<file path="config.mk">
export PLATFORM = sky130hd
export DESIGN_NAME = sop_port
export DESIGN_NICKNAME = d
export VERILOG_FILES = /design/src/rtl/sop_pkg.sv /design/src/rtl/sop_edge.sv /design/src/rtl/sop_latch.sv /design/src/rtl/sop_ring.sv /design/src/rtl/sop_port.sv
export SDC_FILE = /design/constraint.sdc
export NUM_CORES = 1
export LEC_CHECK = 0
export BUFFER_PORTS_ARGS = -buffer_cell sky130_fd_sc_hd__buf_2
export CELL_PAD_IN_SITES_DETAIL_PLACEMENT = 1
export CELL_PAD_IN_SITES_GLOBAL_PLACEMENT = 1
export CORE_MARGIN = 10
export CORE_UTILIZATION = 45
export CTS_CLUSTER_DIAMETER = 30
export DETAILED_ROUTE_END_ITERATION = 6
export HOLD_SLACK_MARGIN = 0.05
export PLACE_DENSITY = 0.76
export SYNTH_ARGS = -nofsm -noshare
export SYNTH_HDL_FRONTEND = slang
export SYNTH_SLANG_ARGS = --single-unit
</file>
<file path="constraint.sdc">
create_clock -name clk -period 4.7 [get_ports clk]
set_input_delay 0.235 -clock clk [delete_from_list [all_inputs] [get_ports clk]]
set_output_delay 0.235 -clock clk [all_outputs]
set_load 0.03 [all_outputs]
</file>
<file path="src/rtl/sop_pkg.sv">
package sop_pkg;
  typedef enum logic {EDGE_RISE = 1'b0, EDGE_FALL = 1'b1} edge_kind_e;
endpackage

</file>
<file path="src/rtl/sop_edge.sv">
module sop_edge
  import sop_pkg::*;
#(
  parameter edge_kind_e KIND = EDGE_RISE
) (
  input  logic clk,
  input  logic rst_n,
  input  logic din,
  output logic level,
  output logic pulse
);
  logic s0, s1, s2;

  always_ff @(posedge clk) begin
    if (!rst_n) begin
      s0 <= 1'b0;
      s1 <= 1'b0;
      s2 <= 1'b0;
    end else begin
      s0 <= din;
      s1 <= s0;
      s2 <= s1;
    end
  end

  assign level = s1;

  generate
    if (KIND == EDGE_RISE) begin : g_rise
      assign pulse = s1 & ~s2;
    end else begin : g_fall
      assign pulse = ~s1 & s2;
    end
  endgenerate

  // a detected edge lasts one cycle only
  p_single_pulse_r10: assert property (@(posedge clk) disable iff (!rst_n)
    pulse |=> !pulse);
endmodule

</file>
<file path="src/rtl/sop_latch.sv">
module sop_latch #(
  parameter int WORD_W = 12,
  parameter int DEPTH  = 16,
  localparam int BUS_W = WORD_W * DEPTH
) (
  input  logic             clk,
  input  logic             rst_n,
  input  logic             load,
  input  logic [BUS_W-1:0] load_data,
  output logic [BUS_W-1:0] store
);
  always_ff @(posedge clk) begin
    if (!rst_n)    store <= '0;
    else if (load) store <= load_data;
  end

  // without a qualified load the store holds
  p_store_hold_r3: assert property (@(posedge clk) disable iff (!rst_n)
    !load |=> $stable(store));
  // a qualified load captures the memory words
  p_store_load_r2: assert property (@(posedge clk) disable iff (!rst_n)
    load |=> store == $past(load_data));
endmodule

</file>
<file path="src/rtl/sop_ring.sv">
module sop_ring #(
  parameter int WORD_W = 12,
  parameter int DEPTH  = 16,
  localparam int BUS_W = WORD_W * DEPTH
) (
  input  logic              clk,
  input  logic              rst_n,
  input  logic              reload,
  input  logic              advance,
  input  logic [BUS_W-1:0]  reload_data,
  output logic [WORD_W-1:0] head
);
  logic [WORD_W-1:0] ring [DEPTH];

  always_ff @(posedge clk) begin
    if (!rst_n) begin
      for (int i = 0; i < DEPTH; i++) ring[i] <= '0;
    end else if (reload) begin
      for (int i = 0; i < DEPTH; i++) ring[i] <= reload_data[i*WORD_W +: WORD_W];
    end else if (advance) begin
      for (int i = 0; i < DEPTH; i++) ring[i] <= ring[(i + 1) % DEPTH];
    end
  end

  assign head = ring[0];

  // a reload presents word 0, even with a coincident advance
  p_reload_word0_r7: assert property (@(posedge clk) disable iff (!rst_n)
    reload |=> head == $past(reload_data[WORD_W-1:0]));
  // an advance presents the following word, wrapping at the end
  p_advance_next_r6: assert property (@(posedge clk) disable iff (!rst_n)
    (advance && !reload) |=> head == $past(ring[1 % DEPTH]));
  // without reload or advance the head does not change
  p_head_hold_r8: assert property (@(posedge clk) disable iff (!rst_n)
    (!advance && !reload) |=> $stable(head));
endmodule

</file>
<file path="src/rtl/sop_port.sv">
module sop_port
  import sop_pkg::*;
#(
  parameter int WORD_W = 12,
  parameter int DEPTH  = 16,
  localparam int BUS_W = WORD_W * DEPTH
) (
  input  logic              clk,
  input  logic              rst_n,
  input  logic              mem_en,
  input  logic              port_sel,
  input  logic [BUS_W-1:0]  fill_words,
  input  logic              xfer_strobe,
  input  logic              shift_clk,
  input  logic              out_enable,
  output logic [WORD_W-1:0] out_word,
  output logic              out_drive
);
  logic mem_lvl, mem_fall;
  logic sel_lvl, sel_unused;
  logic xf_lvl, xf_fall;
  logic sh_lvl, sh_rise;
  logic oe_lvl, oe_unused;
  logic [BUS_W-1:0] store;

  sop_edge #(.KIND(EDGE_FALL)) u_mem (.clk(clk), .rst_n(rst_n), .din(mem_en),
    .level(mem_lvl), .pulse(mem_fall));
  sop_edge #(.KIND(EDGE_RISE)) u_sel (.clk(clk), .rst_n(rst_n), .din(port_sel),
    .level(sel_lvl), .pulse(sel_unused));
  sop_edge #(.KIND(EDGE_FALL)) u_xfr (.clk(clk), .rst_n(rst_n), .din(xfer_strobe),
    .level(xf_lvl), .pulse(xf_fall));
  sop_edge #(.KIND(EDGE_RISE)) u_shf (.clk(clk), .rst_n(rst_n), .din(shift_clk),
    .level(sh_lvl), .pulse(sh_rise));
  sop_edge #(.KIND(EDGE_RISE)) u_oe (.clk(clk), .rst_n(rst_n), .din(out_enable),
    .level(oe_lvl), .pulse(oe_unused));

  sop_latch #(.WORD_W(WORD_W), .DEPTH(DEPTH)) u_latch (
    .clk(clk), .rst_n(rst_n), .load(mem_fall & sel_lvl),
    .load_data(fill_words), .store(store));

  sop_ring #(.WORD_W(WORD_W), .DEPTH(DEPTH)) u_ring (
    .clk(clk), .rst_n(rst_n), .reload(xf_fall), .advance(sh_rise),
    .reload_data(store), .head(out_word));

  always_ff @(posedge clk) begin
    if (!rst_n) out_drive <= 1'b0;
    else        out_drive <= oe_lvl;
  end

  // the pad drive follows the sampled enable one cycle later
  p_drive_follow_r9: assert property (@(posedge clk) disable iff (!rst_n)
    1'b1 |=> out_drive == $past(oe_lvl));
  // a store load alone leaves the presented word alone
  p_load_no_disturb_r8: assert property (@(posedge clk) disable iff (!rst_n)
    (mem_fall && !xf_fall && !sh_rise) |=> $stable(out_word));
  // a transfer presents store word 0
  p_xfer_word0_r4: assert property (@(posedge clk) disable iff (!rst_n)
    xf_fall |=> out_word == $past(store[WORD_W-1:0]));

  logic unused_ok;
  assign unused_ok = ^{mem_lvl, sel_unused, xf_lvl, sh_lvl, oe_unused};
endmodule

</file>
# After elaboration in Yosys (flattened, before gate mapping)
# Memories as Yosys holds them, arrays and structs flattened.
# Index checks and enable logic that the tools add are counted.
[totals]
out_inout_bits = 13
word_cells = 95
ram_bits = 192
memories = 1
inputBits = 199
register_bits = 206
[memory_table]
columns = ["name", "words", "width", "rd", "rd_ports_with_merged_regs", "wr", "line", "text"]
rows = [
  ["u_ring.ring", 16, 12, 16, 0, 16, "sop_ring.sv:13", "logic [WORD_W-1:0] ring [DEPTH];"],
]
[op_classes]
bitwise_logic = 39
muxes = 40
[op_table]
columns = ["cell", "count"]
rows = [
  ["2-to-1 mux 12 bit", 32],
  ["bitwise OR 1 bit", 32],
  ["2-to-1 mux 1 bit", 8],
  ["AND 1 bit", 4],
  ["inverter 1 bit", 3],
]

# Logic depth before layout (Yosys ltp)
# Gate-level depths: netlist (run 1).
[logic_depth]
depth_word = 7
depth_mapped = 6
depth_no_buf = 3

# Hierarchy
# A second synthesis (run 1) with hierarchy kept.
[hier_totals]
cells_unflattened = 1269
hier_area_um2 = 16721.0
[modules_own_cells]
columns = ["mod", "seq_area_each_um2", "area_each_um2", "n_inst", "cells_each"]
rows = [
  ["sop_ring", 5765.5, 8769.7, 1, 612],
  ["sop_latch", 3843.7, 7463.4, 1, 619],
  ["sop_edge (u_oe ...)", 60.1, 92.6, 3, 7],
  ["sop_edge (u_mem ...)", 60.1, 88.8, 2, 7],
  ["sop_port", 20.0, 32.5, 1, 3],
]

# Worst setup path before layout (run 1)
# OpenSTA, ideal clock, no wires.
[synth_timing]
path_type = "flip-flop to flip-flop"
startpoint = "reg u_xfr.s2"
endpoint = "mem u_ring.ring[0][0] (enable)"
t_arrival_ps = 2923
t_required_ps = 4241
setup_ps = 459
path_slack_ps = 1318
n_path_buf = 1
period_less_slack_ps = 3382
stages_incl_launch_ff = 5
cell_sequence = "dfxtp_1 > nor2b_2 > nor2_1 > buf_2 > or3_1"
[synth_rtl]
columns = ["item", "line", "text"]
rows = [
  ["from (decl)", "sop_edge.sv:12", "logic s0, s1, s2;"],
  ["from (signal assigned)", "sop_edge.sv:18", "s2 <= 1'b0;"],
  ["from (signal assigned)", "sop_edge.sv:22", "s2 <= s1;"],
  ["to (decl)", "sop_ring.sv:13", ""],
]

==> results of run 1 <==
-- critical path: cells and delay by family, from the launching register on --
kind | cells | cell delay [ns]
DFF | 1 | 0.29
and+or+nand+nor | 3 | 1.75
buffers and inverters | 1 | 0.40
-- synthesized netlist by cell type --
cell	count
a21oi_1	120
a22o_1	120
and2_1	15
and3b_1	1
buf_1	5
buf_2	57
buf_4	16
clkbuf_1	37
dfxtp_1	206
edfxtp_1	192
inv_2	1
mux2i_1	72
nand2_1	384
nand2b_1	1
nand3_1	72
nand3b_1	1
nor2_1	1
nor2b_2	1
nor3_2	1
o21ai_0	72
or3_1	3
-- cells by family after synthesis --
logic type / count (synthesis)
flip-flops: 398
AO/OA/AOI/OAI: 312
multiplexers: 72
AND/OR/NAND/NOR: 480
buffers and inverters: 116
-- worst paths after layout --
check                                         start                         endpoint  depth (start not counted)  slack [ns]
worst min register to register   u_oe.s0$_SDFF_PN0_            u_oe.level$_SDFF_PN0_                          1        0.43
worst max-delay path            u_shf.s2$_SDFF_PN0_  u_ring.ring[3][2]$_SDFFCE_PN0P_                          4        1.90
worst max register to register  u_shf.s2$_SDFF_PN0_  u_ring.ring[3][2]$_SDFFCE_PN0P_                          4        1.90
worst min-delay path                          rst_n              u_xfr.s0$_SDFF_PN0_                          2        0.15
-- metrics by stage --
stage          util [%]  total power (W)  instances  cell area, um2  hold WS [ns]
4_1_cts           63.51          0.01022       2283           21190        0.1155
5_1_grt           63.59          0.01054       2294           21220        0.1608
3_5_place_dp      49.11         0.004173       1938           16390        0.4255
2_1_floorplan         -         0.004016       1378           15150        0.3623
3_3_place_gp      49.11         0.004163       1938           16390        0.4162
6_report          63.59          0.01029       2294           21220        0.1529
-- state kept, by name, indices dropped and copies added, names as in the netlist --
signal,flops
u_sel.level,1
u_sel.s0,1
u_oe.level,1
u_mem.s0,1
u_mem.s2,1
u_xfr.level,1
u_shf.s0,1
u_oe.s0,1
u_latch.store,192
u_xfr.s2,1
u_mem.level,1
u_shf.level,1
u_shf.s2,1
u_xfr.s0,1
u_ring.ring,192
out_drive,1
-- metal layers --
layer  part of all wire [%]  track usage [%]  vias up
met5                      0                0        -
li1                       -                -     5681
met1                     38            28.05     6214
met4                    4.5            13.51        0
met2                     52            44.33      465
met3                    5.5            5.505      149
-- final cells by class --
class	count	area [um2]
inverters	1	6.256
clock inverters	55	688.2
diodes	11	27.53
fillers	3445	12150
repair buffers	424	3179
multi-input cells	864	4722
clock buffers	93	2145
flip-flops and latches	398	9889
well taps	448	560.5
-- where the power goes --
| part | internal, W | switching (W) | total, W |
|---|---|---|---|
| logic | 0.000213 | 0.000237 | 0.000450 |
| registers | 0.00376 | 0.0000590 | 0.00382 |
| clock network | 0.00392 | 0.00210 | 0.00602 |
==> run summary, run 1 <==
CTS tree - built
Max clock buf depth - 3
dpl hpwl - 26.41 mm
first-pass GRT wire length - 81.14 mm
die area - 0.04140 mm2
min-delay worst type - in -> reg
Final Max Tran Viols - 0
Seq/Total Area, Yosys - 65.28%
DIE HEIGHT - 203.5 um
complex-gate fraction of the synthesized area - 13.28%
clock sinks - 398
initial core utilization - 45.40%
syn nets - 1577
largest net degree at the start of global routing - 121
drt wl/cell - 23.80 um
initial antenna violation count - 10
PD cells - 484.8 mW/mm2
gpl congestion - 0.8117
RSZ-0062 raised after global routing - no
# nets final - 1967
DR vias/cell - 5.453
share of the synthesized area in the top cell type - 38.06%
slew of the pin with the lowest slew margin - 1.042 ns
Final Cycle Share - 59.60%
Post-Synthesis Cells - 1378
leading cell type in the layout, fill and taps excluded - nand2_1
drt drc - 0
Ys Warns - 0
worst vdd ir - 0.3280 mV
max incr delay on CP - 0.86 ns
number of hold buffers added after CTS - 197
post-synthesis mux area share - 4.758%
area grow syn2layout - 40.07%
top cells by area, synth - edfxtp_1 38%, dfxtp_1 27%, nand2_1 9.5%
Worst Path Required - 4.97 ns
drt pass-1 iters - 5
global route overflow - 0
clk slew on worst S/H paths - 0.05 ns
Routed Antenna Nets - 0
Core Region - 0.03336 mm2
setup TNS - 0 ns
CP arrival - 3.07 ns
pre-CTS setup slack - 1.887 ns
Fmax achieved - 357.0 MHz
DRT Wirelength - 54.60 mm
final setup vio count - 0
Final Hold Viols - 0
WS Path Type - reg -> reg
Die Wd - 203.5 um
Post CTS Setup Buffer Count - 0
fin worst setup slack - 1.899 ns
io pins - 212
GRT Total Usage - 25.21%
root buffer cell - clkbuf_16
H-tree depth - 3
relative slew slack - 30.53%
largest family of logic cells by synthesized area - compound AO/OA/AOI/OAI gates
Synth Area in Simple Gates - 12.93%
P_leak - 8.030 nW
detailed-route via count - 12509
fin crit period - 2.801 ns
DRT iter0 DRCs - 800
# resized after CTS - 0
largest fanout on the critical path - 68
share of layout cells above drive strength 1 - 20.22%
Worst Skew - 0.03254 ns
maxcap violations - 0
number of global-route vias before repair - 13795
CP endpoint kind - flop
commonest non-fill, non-tap cells in the layout - 384 x nand2_1, 210 x buf_2, 206 x dfxtp_1
Synth cell types - 21
Synth Area in Adders - 0%
Num CTS Buffers - 79
Worst setup SP type - flop
Syn Area/Cell - 10.99 um2
# rows - 67
dominant cell type by area after synthesis - edfxtp_1
Synth Area in XOR/XNOR - 0%
Port Buffers - 211
outcome - completed
Slowest cell on crit path - or3_4
worst skew pair latency - 0.59 ns
cells along the critical path - nand2b_1 -> nor2_4 -> or3_4 -> buf_4
Mapped Area - 0.01515 mm2
FF+latch count, synth - 398
(Power assumes the default switching activity.)
==> run 2, diff against run 1 <==
Settings changed: ABC_AREA set to 1, CORE_UTILIZATION 45 to 43.
Clock period 4.7 ns to 2.9 ns, I/O delays scaled along.
==> run summary, run 2 <==
Worst Path Required - 3.39 ns (-1.58 ns)
slew of the pin with the lowest slew margin - 0.9155 ns (-0.1265 ns)
Post-synth top cells - 711 x nand2_1, 384 x nor2_1, 207 x inv_1
Final Cycle Share - 83.04% (+23 points)
Synth cell types - 17 (-19%)
H-tree depth - 3 (unchanged)
Routed Antenna Nets - 0 (unchanged)
DIE HEIGHT - 220.4 um (+8.3%)
min-delay worst type - in -> reg
initial antenna violation count - 6 (-4)
fin crit period - 2.408 ns (-0.3929 ns)
clk slew on worst S/H paths - 0.05 ns (about the same)
outcome - completed
Fillers - 4625 (+34%)
WS Path Type - reg -> reg
relative slew slack - 38.97% (+8.4 points)
Hold Path Origin - fill_words[62]
cells along the critical path - inv_2 -> nand3_4 -> buf_12 -> nor2_1 -> nor2_1 -> dlygate4sd3_1
Worst setup SP type - flop
Num CTS Buffers - 97 (+23%)
post-layout utilization of the core - 60.71% (-2.9 points)
CP top delay family - buffers and inverters
Top cell by count, worst path - nor2_1
Worst Skew - 0.02062 ns (-0.01192 ns)
DR vias/cell - 5.104 (-6.4%)
dominant cell type by area after synthesis - edfxtp_1
dpl hpwl - 31.22 mm (+18%)
P_leak - 11.96 nW (+49%)
Post-synth ARST share - 0% (unchanged)
GRT Total Usage - 26.19% (+0.98 points)
initial core utilization - 43.45% (-2.0 points)
Post CTS Setup Buffer Count - 0 (unchanged)
PD cells - 741.7 mW/mm2 (+53%)
Min-Delay Endpoint - u_latch.store[62]$_SDFFE_PN0P_
DRT Wirelength - 63.99 mm (+17%)
share of layout cells above drive strength 1 - 15.25% (-5.0 points)
area grow syn2layout - 39.75%
Post-Synthesis Cells - 2132 (+55%)
Syn Area/Cell - 8.096 um2 (-26%)
CTS tree - built
DRT iter0 DRCs - 1209 (+51%)
# nets final - 2744 (+40%)
Max clock buf depth - 3 (unchanged)
root buffer cell - clkbuf_16
# rows - 73 (+9.0%)
Slowest cell on crit path - dlygate4sd3_1
reg2reg path depth - 6 (+2)
Final Hold Viols - 0 (unchanged)
Ys Warns - 0 (unchanged)
Core Region - 0.03973 mm2 (+19%)
Die Wd - 220.4 um (+8.3%)
top_reg_cell synth - dfxtp_1
detailed-route via count - 16138 (+29%)
Hold Path Depth - 4 (+2)
EDFF count, synth - 192 (unchanged)
first-pass GRT wire length - 99.67 mm (+23%)
commonest non-fill, non-tap cells in the layout - 710 x nand2_1, 384 x nor2_1, 237 x dlygate4sd3_1
io pins - 212 (unchanged)
global route overflow - 0 (unchanged)
RSZ-0062 raised after global routing - no
leading cell type in the layout, fill and taps excluded - nand2_1
drt pass-1 iters - 5 (unchanged)
FF+latch count, synth - 398 (unchanged)
top-count cell post-synth - nand2_1
largest net degree at the start of global routing - 193 (+60%)
drt drc - 0 (unchanged)
Seq/Total Area, Yosys - 57.29% (-8.0 points)
max incr delay on CP - 0.57 ns (-0.29 ns)
clock sinks - 398 (unchanged)
Final Max Tran Viols - 0 (unchanged)
syn nets - 2331 (+48%)
final setup vio count - 0 (unchanged)
r2r startpoint - u_mem.level$_SDFF_PN0_
CP arrival - 2.90 ns (-0.17 ns)
CP Buf/Inv Count - 3 (+2)
RR Endpoint - u_latch.store[107]$_SDFFE_PN0P_
setup TNS - 0 ns (unchanged)
number of global-route vias before repair - 17841 (+29%)
Largest regs - u_latch.store x192, u_ring.ring x192
worst skew pair latency - 0.62 ns (+0.03 ns)
largest fanout on the critical path - 71 (+4.4%)
Mapped Area - 0.01726 mm2 (+14%)
worst vdd ir - 0.4275 mV (+30%)
Fmax achieved - 415.3 MHz (+16%)
share of the synthesized area in the top cell type - 33.40% (-4.7 points)
Port Buffers - 211 (unchanged)
gpl congestion - 0.7781 (-4.1%)
flop2flop setup slack - 0.49 ns (-1.41 ns)
maxcap violations - 0 (unchanged)
die area - 0.04856 mm2 (+17%)
CP endpoint kind - flop
top cells by area, synth - edfxtp_1 33%, dfxtp_1 24%, nand2_1 15%
drt wl/cell - 20.24 um (-15%)
==> run 2: worst register-to-register path: cells and delay by family (launching register included) <==
kind          cells  cell delay [ns]
flops             1             0.32
buf+inv           3             1.12
simple gates      3             0.86
==> run 2: repair_timing <==
| action | in CTS | in global routing |
|---|---|---|
| hold buffers | 237 | 0 |
| hold endpoints to repair | 200 | 0 |
| resized for setup | 0 | 0 |
==> run 2: worst max-delay path by stage <==
stage	start	endpoint	slack [ns]	cells past startpoint
floorplan	u_xfr.level$_SDFF_PN0_	u_ring.ring[0][0]$_DFFE_PP_	0.03	6
global placement	u_xfr.s2$_SDFF_PN0_	u_ring.ring[3][7]$_SDFFCE_PN0P_	0.76	4
detailed placement	u_xfr.s2$_SDFF_PN0_	u_ring.ring[3][8]$_SDFFCE_PN0P_	0.72	4
CTS	u_sel.level$_SDFF_PN0_	u_latch.store[107]$_SDFFE_PN0P_	0.63	5
global route	u_mem.level$_SDFF_PN0_	u_latch.store[107]$_SDFFE_PN0P_	0.41	6
finish	u_mem.level$_SDFF_PN0_	u_latch.store[107]$_SDFFE_PN0P_	0.49	6
==> run 2: stage by stage <==
| step | cell area, um2 | total power (W) | setup WS [ns] | hold slack, ns | instances |
|---|---|---|---|---|---|
| 4_1_cts | 24110 | 0.01781 | 0.6251 | 0.2786 | 3155 |
| 6_report | 24120 | 0.01789 | 0.4919 | 0.3061 | 3162 |
| 3_5_place_dp | 18470 | 0.006850 | 0.7175 | 0.3491 | 2734 |
| 2_1_floorplan | 17270 | 0.006576 | 0.03496 | 0.2426 | 2132 |
| 3_3_place_gp | 18470 | 0.006835 | 0.7628 | 0.3305 | 2734 |
| 5_1_grt | 24120 | 0.01834 | 0.4094 | 0.3122 | 3161 |
==> run 2: final cells by class <==
type / count / area, um2 / share of cell area [%]
Antenna cell: 7 / 17.52 / 0.07261
Timing Repair Buffer: 472 / 3731 / 15.47
Multi-Input combinational cell: 1366 / 5779 / 23.96
Tap cell: 525 / 656.9 / 2.723
Clock inverter: 63 / 609.3 / 2.526
Sequential cell: 398 / 9889 / 41.00
Inverter: 210 / 788.3 / 3.268
Clock buffer: 121 / 2651 / 10.99
==> run 2: kinds of logic (layout without fill, tap and decap cells) <==
logic type             count (synthesis)  in the layout  synth area share [%]
AND/OR/NAND/NOR                     1366           1366                 33.17
flip-flops                           398            398                 57.29
buffers and inverters                368            866                 9.539
other                                  0              7                     0
==> run 2: where the power goes <==
part,total [W],switching (W),internal [W]
sequential,0.00620,0.0000967,0.00611
combinational,0.000813,0.000463,0.000350
clock,0.0109,0.00355,0.00732
total,0.0179,0.00411,0.0138
==> run 2: per-layer routing <==
| metal | up-vias | GRT usage, % | wire (um) |
|---|---|---|---|
| li1 | 7629 | - | - |
| met1 | 7894 | 28.23 | 23870 |
| met2 | 456 | 48.36 | 34370 |
| met3 | 159 | 4.670 | 3109 |
| met4 | 0 | 13.01 | 2639 |
| met5 | - | 0 | 0 |
==> run 3, diff against run 2 <==
Clock period 2.9 ns to 2.34 ns, I/O delays scaled along.
==> run summary, run 3 (same netlist as run 2, synthesis figures left out) <==
outcome - completed
Routed Antenna Nets - 0 (unchanged)
clk slew on worst S/H paths - 0.05 ns (about the same)
CP arrival - 2.53 ns (-0.37 ns)
dpl hpwl - 31.26 mm (+0.14%)
first-pass GRT wire length - 95.87 mm (-3.8%)
Worst setup SP type - flop
Min-Delay Endpoint - u_ring.ring[15][11]$_DFFE_PP_
GRT Total Usage - 25.03% (-1.2 points)
area grow syn2layout - 38.11%
drt wl/cell - 19.54 um (-3.4%)
post-route cell area - 0.02384 mm2 (-1.2%)
CTS tree - built
largest fanout on the critical path - 39 (-45%)
Top cell by count, worst path - nand2_1
reg2reg path depth - 7 (+1)
detailed-route via count - 16010 (-0.79%)
drt drc - 0 (unchanged)
global route overflow - 0 (unchanged)
placement-stage cell area - 0.01850 mm2 (+0.15%)
Slowest cell on crit path - dlygate4sd3_1
RSZ-0062 raised after global routing - no
# nets final - 2727 (-0.62%)
worst skew pair latency - 0.62 ns (about the same)
Fmax achieved - 489.6 MHz (+18%)
switch share - 23.41% (+0.43 points)
design internal power - 0.01645 W (+19%)
relative slew slack - 43.42% (+4.5 points)
# rows - 73 (unchanged)
Final Max Tran Viols - 0 (unchanged)
initial core utilization - 43.45% (unchanged)
Final Cycle Share - 87.29% (+4.3 points)
r2r startpoint - u_mem.level$_SDFF_PN0_
largest net degree at the start of global routing - 193 (unchanged)
P_leak - 11.78 nW (-1.5%)
Clock Power Share - 59.6% (-1.2 points)
share of layout cells above drive strength 1 - 15.19% (-0.057 points)
share of total power in sequential cells - 35.8% (+1.1 points)
DRT iter0 DRCs - 1249 (+3.3%)
gpl congestion - 0.7808 (+0.35%)
Max clock buf depth - 3 (unchanged)
min-delay worst type - in -> reg
Final Hold Viols - 0 (unchanged)
slew of the pin with the lowest slew margin - 0.8487 ns (-0.06683 ns)
final setup vio count - 0 (unchanged)
RR Endpoint - u_latch.store[132]$_SDFFE_PN0P_
Die Wd - 220.4 um (unchanged)
initial antenna violation count - 6 (unchanged)
leading cell type in the layout, fill and taps excluded - nand2_1
WS Path Type - reg -> reg
cells along the critical path - inv_2 -> nand3_4 -> buf_4 -> nand2_1 -> nand2_1 -> nor2_1 -> dlygate4sd3_1
maxcap violations - 0 (unchanged)
Core Region - 0.03973 mm2 (unchanged)
io pins - 212 (unchanged)
combinational power share - 4.6% (about the same)
flop2flop setup slack - 0.30 ns (-0.19 ns)
Worst Path Required - 2.83 ns (-0.56 ns)
CP top delay family - buffers and inverters
Fillers - 4616 (-0.19%)
Psw - 0.005027 W (+22%)
max incr delay on CP - 0.57 ns (about the same)
DRT Wirelength - 61.36 mm (-4.1%)
setup TNS - 0 ns (unchanged)
Hold Path Origin - rst_n
Num CTS Buffers - 92 (-5.2%)
Port Buffers - 211 (unchanged)
CP Buf/Inv Count - 3 (unchanged)
worst vdd ir - 0.5728 mV (+34%)
drt pass-1 iters - 5 (unchanged)
fin crit period - 2.043 ns (-0.3655 ns)
PD cells - 900.7 mW/mm2 (+21%)
DIE HEIGHT - 220.4 um (unchanged)
Largest regs - u_latch.store x192, u_ring.ring x192
DR vias/cell - 5.099 (about the same)
root buffer cell - clkbuf_16
commonest non-fill, non-tap cells in the layout - 710 x nand2_1, 384 x nor2_1, 223 x dlygate4sd3_1
CP endpoint kind - flop
Hold Path Depth - 3 (-1)
number of global-route vias before repair - 17697 (-0.81%)
die area - 0.04856 mm2 (unchanged)
H-tree depth - 3 (unchanged)
Worst Skew - 0.02824 ns (+0.007622 ns)
clock sinks - 398 (unchanged)
## run 3: worst max path at each step
stage,depth (start not counted),startpoint,end,slack (ns)
final,7,u_mem.level$_SDFF_PN0_,u_latch.store[132]$_SDFFE_PN0P_,0.30
after global routing,6,u_mem.s2$_SDFF_PN0_,u_latch.store[130]$_SDFFE_PN0P_,0.20
after CTS,7,u_mem.level$_SDFF_PN0_,u_latch.store[94]$_SDFFE_PN0P_,0.34
after floorplan,5,u_xfr.level$_SDFF_PN0_,u_ring.ring[0][0]$_DFFE_PP_,0.23
after global placement,5,u_xfr.level$_SDFF_PN0_,u_ring.ring[3][4]$_SDFFCE_PN0P_,0.46
after detailed placement,5,u_xfr.level$_SDFF_PN0_,u_ring.ring[2][9]$_SDFFCE_PN0P_,0.45
## run 3: layout make-up
type	instances	area [um2]	area share, %
antenna	8	20.02	0.08398
clock buffer	120	2507	10.52
clock inverter	53	579.3	2.430
inverter	210	788.3	3.307
multi-input combinational	1366	5779	24.24
sequential	398	9889	41.48
tap	525	656.9	2.755
timing repair buffer	460	3618	15.18
## run 3: metal layers
metal  share of wire [%]  wire length [um]  GRT usage [%]  up-vias
li1                    -                 -              -     7591
met1                  37             22980          27.35     7750
met2                  53             32320          45.15      502
met3                 5.3              3260          4.629      167
met4                 4.6              2794          13.58        0
met5                   0                 0              0        -
## run 3: worst min-delay path, cell delays in order
cell	delay (ns)
buf_8	0.19
nand4_1	0.16
nand2_1	0.05
## run 3: repair_timing
action                                 CTS  global route
endpoints found under the hold margin  197             0
hold buffers                           223             0
setup endpoints to repair                0             0
buffers inserted                         0             0
resized for setup                        0             0
## run 3: power groups by stage
stage	logic [W]	registers, W	clock network [W]
5_1_grt	0.00107	0.00770	0.0133
4_1_cts	0.000958	0.00768	0.0128
3_5_place_dp	0.000691	0.00780	0
3_3_place_gp	0.000676	0.00780	0
6_report	0.000989	0.00769	0.0128
2_1_floorplan	0.000376	0.00777	0
## run 3: through the flow
| step | std cells | utilization, % | setup WS, ns | power (W) | hold WS, ns |
|---|---|---|---|---|---|
| 2_1_floorplan | 2132 | - | 0.2320 | 0.008147 | 0.2146 |
| 4_1_cts | 3132 | 59.95 | 0.3415 | 0.02141 | 0.08847 |
| 3_5_place_dp | 2736 | 46.56 | 0.4497 | 0.008487 | 0.3050 |
| 5_1_grt | 3139 | 59.99 | 0.1986 | 0.02207 | 0.1342 |
| 6_report | 3140 | 60.00 | 0.2974 | 0.02147 | 0.1215 |
| 3_3_place_gp | 2736 | 46.56 | 0.4596 | 0.008475 | 0.2980 |
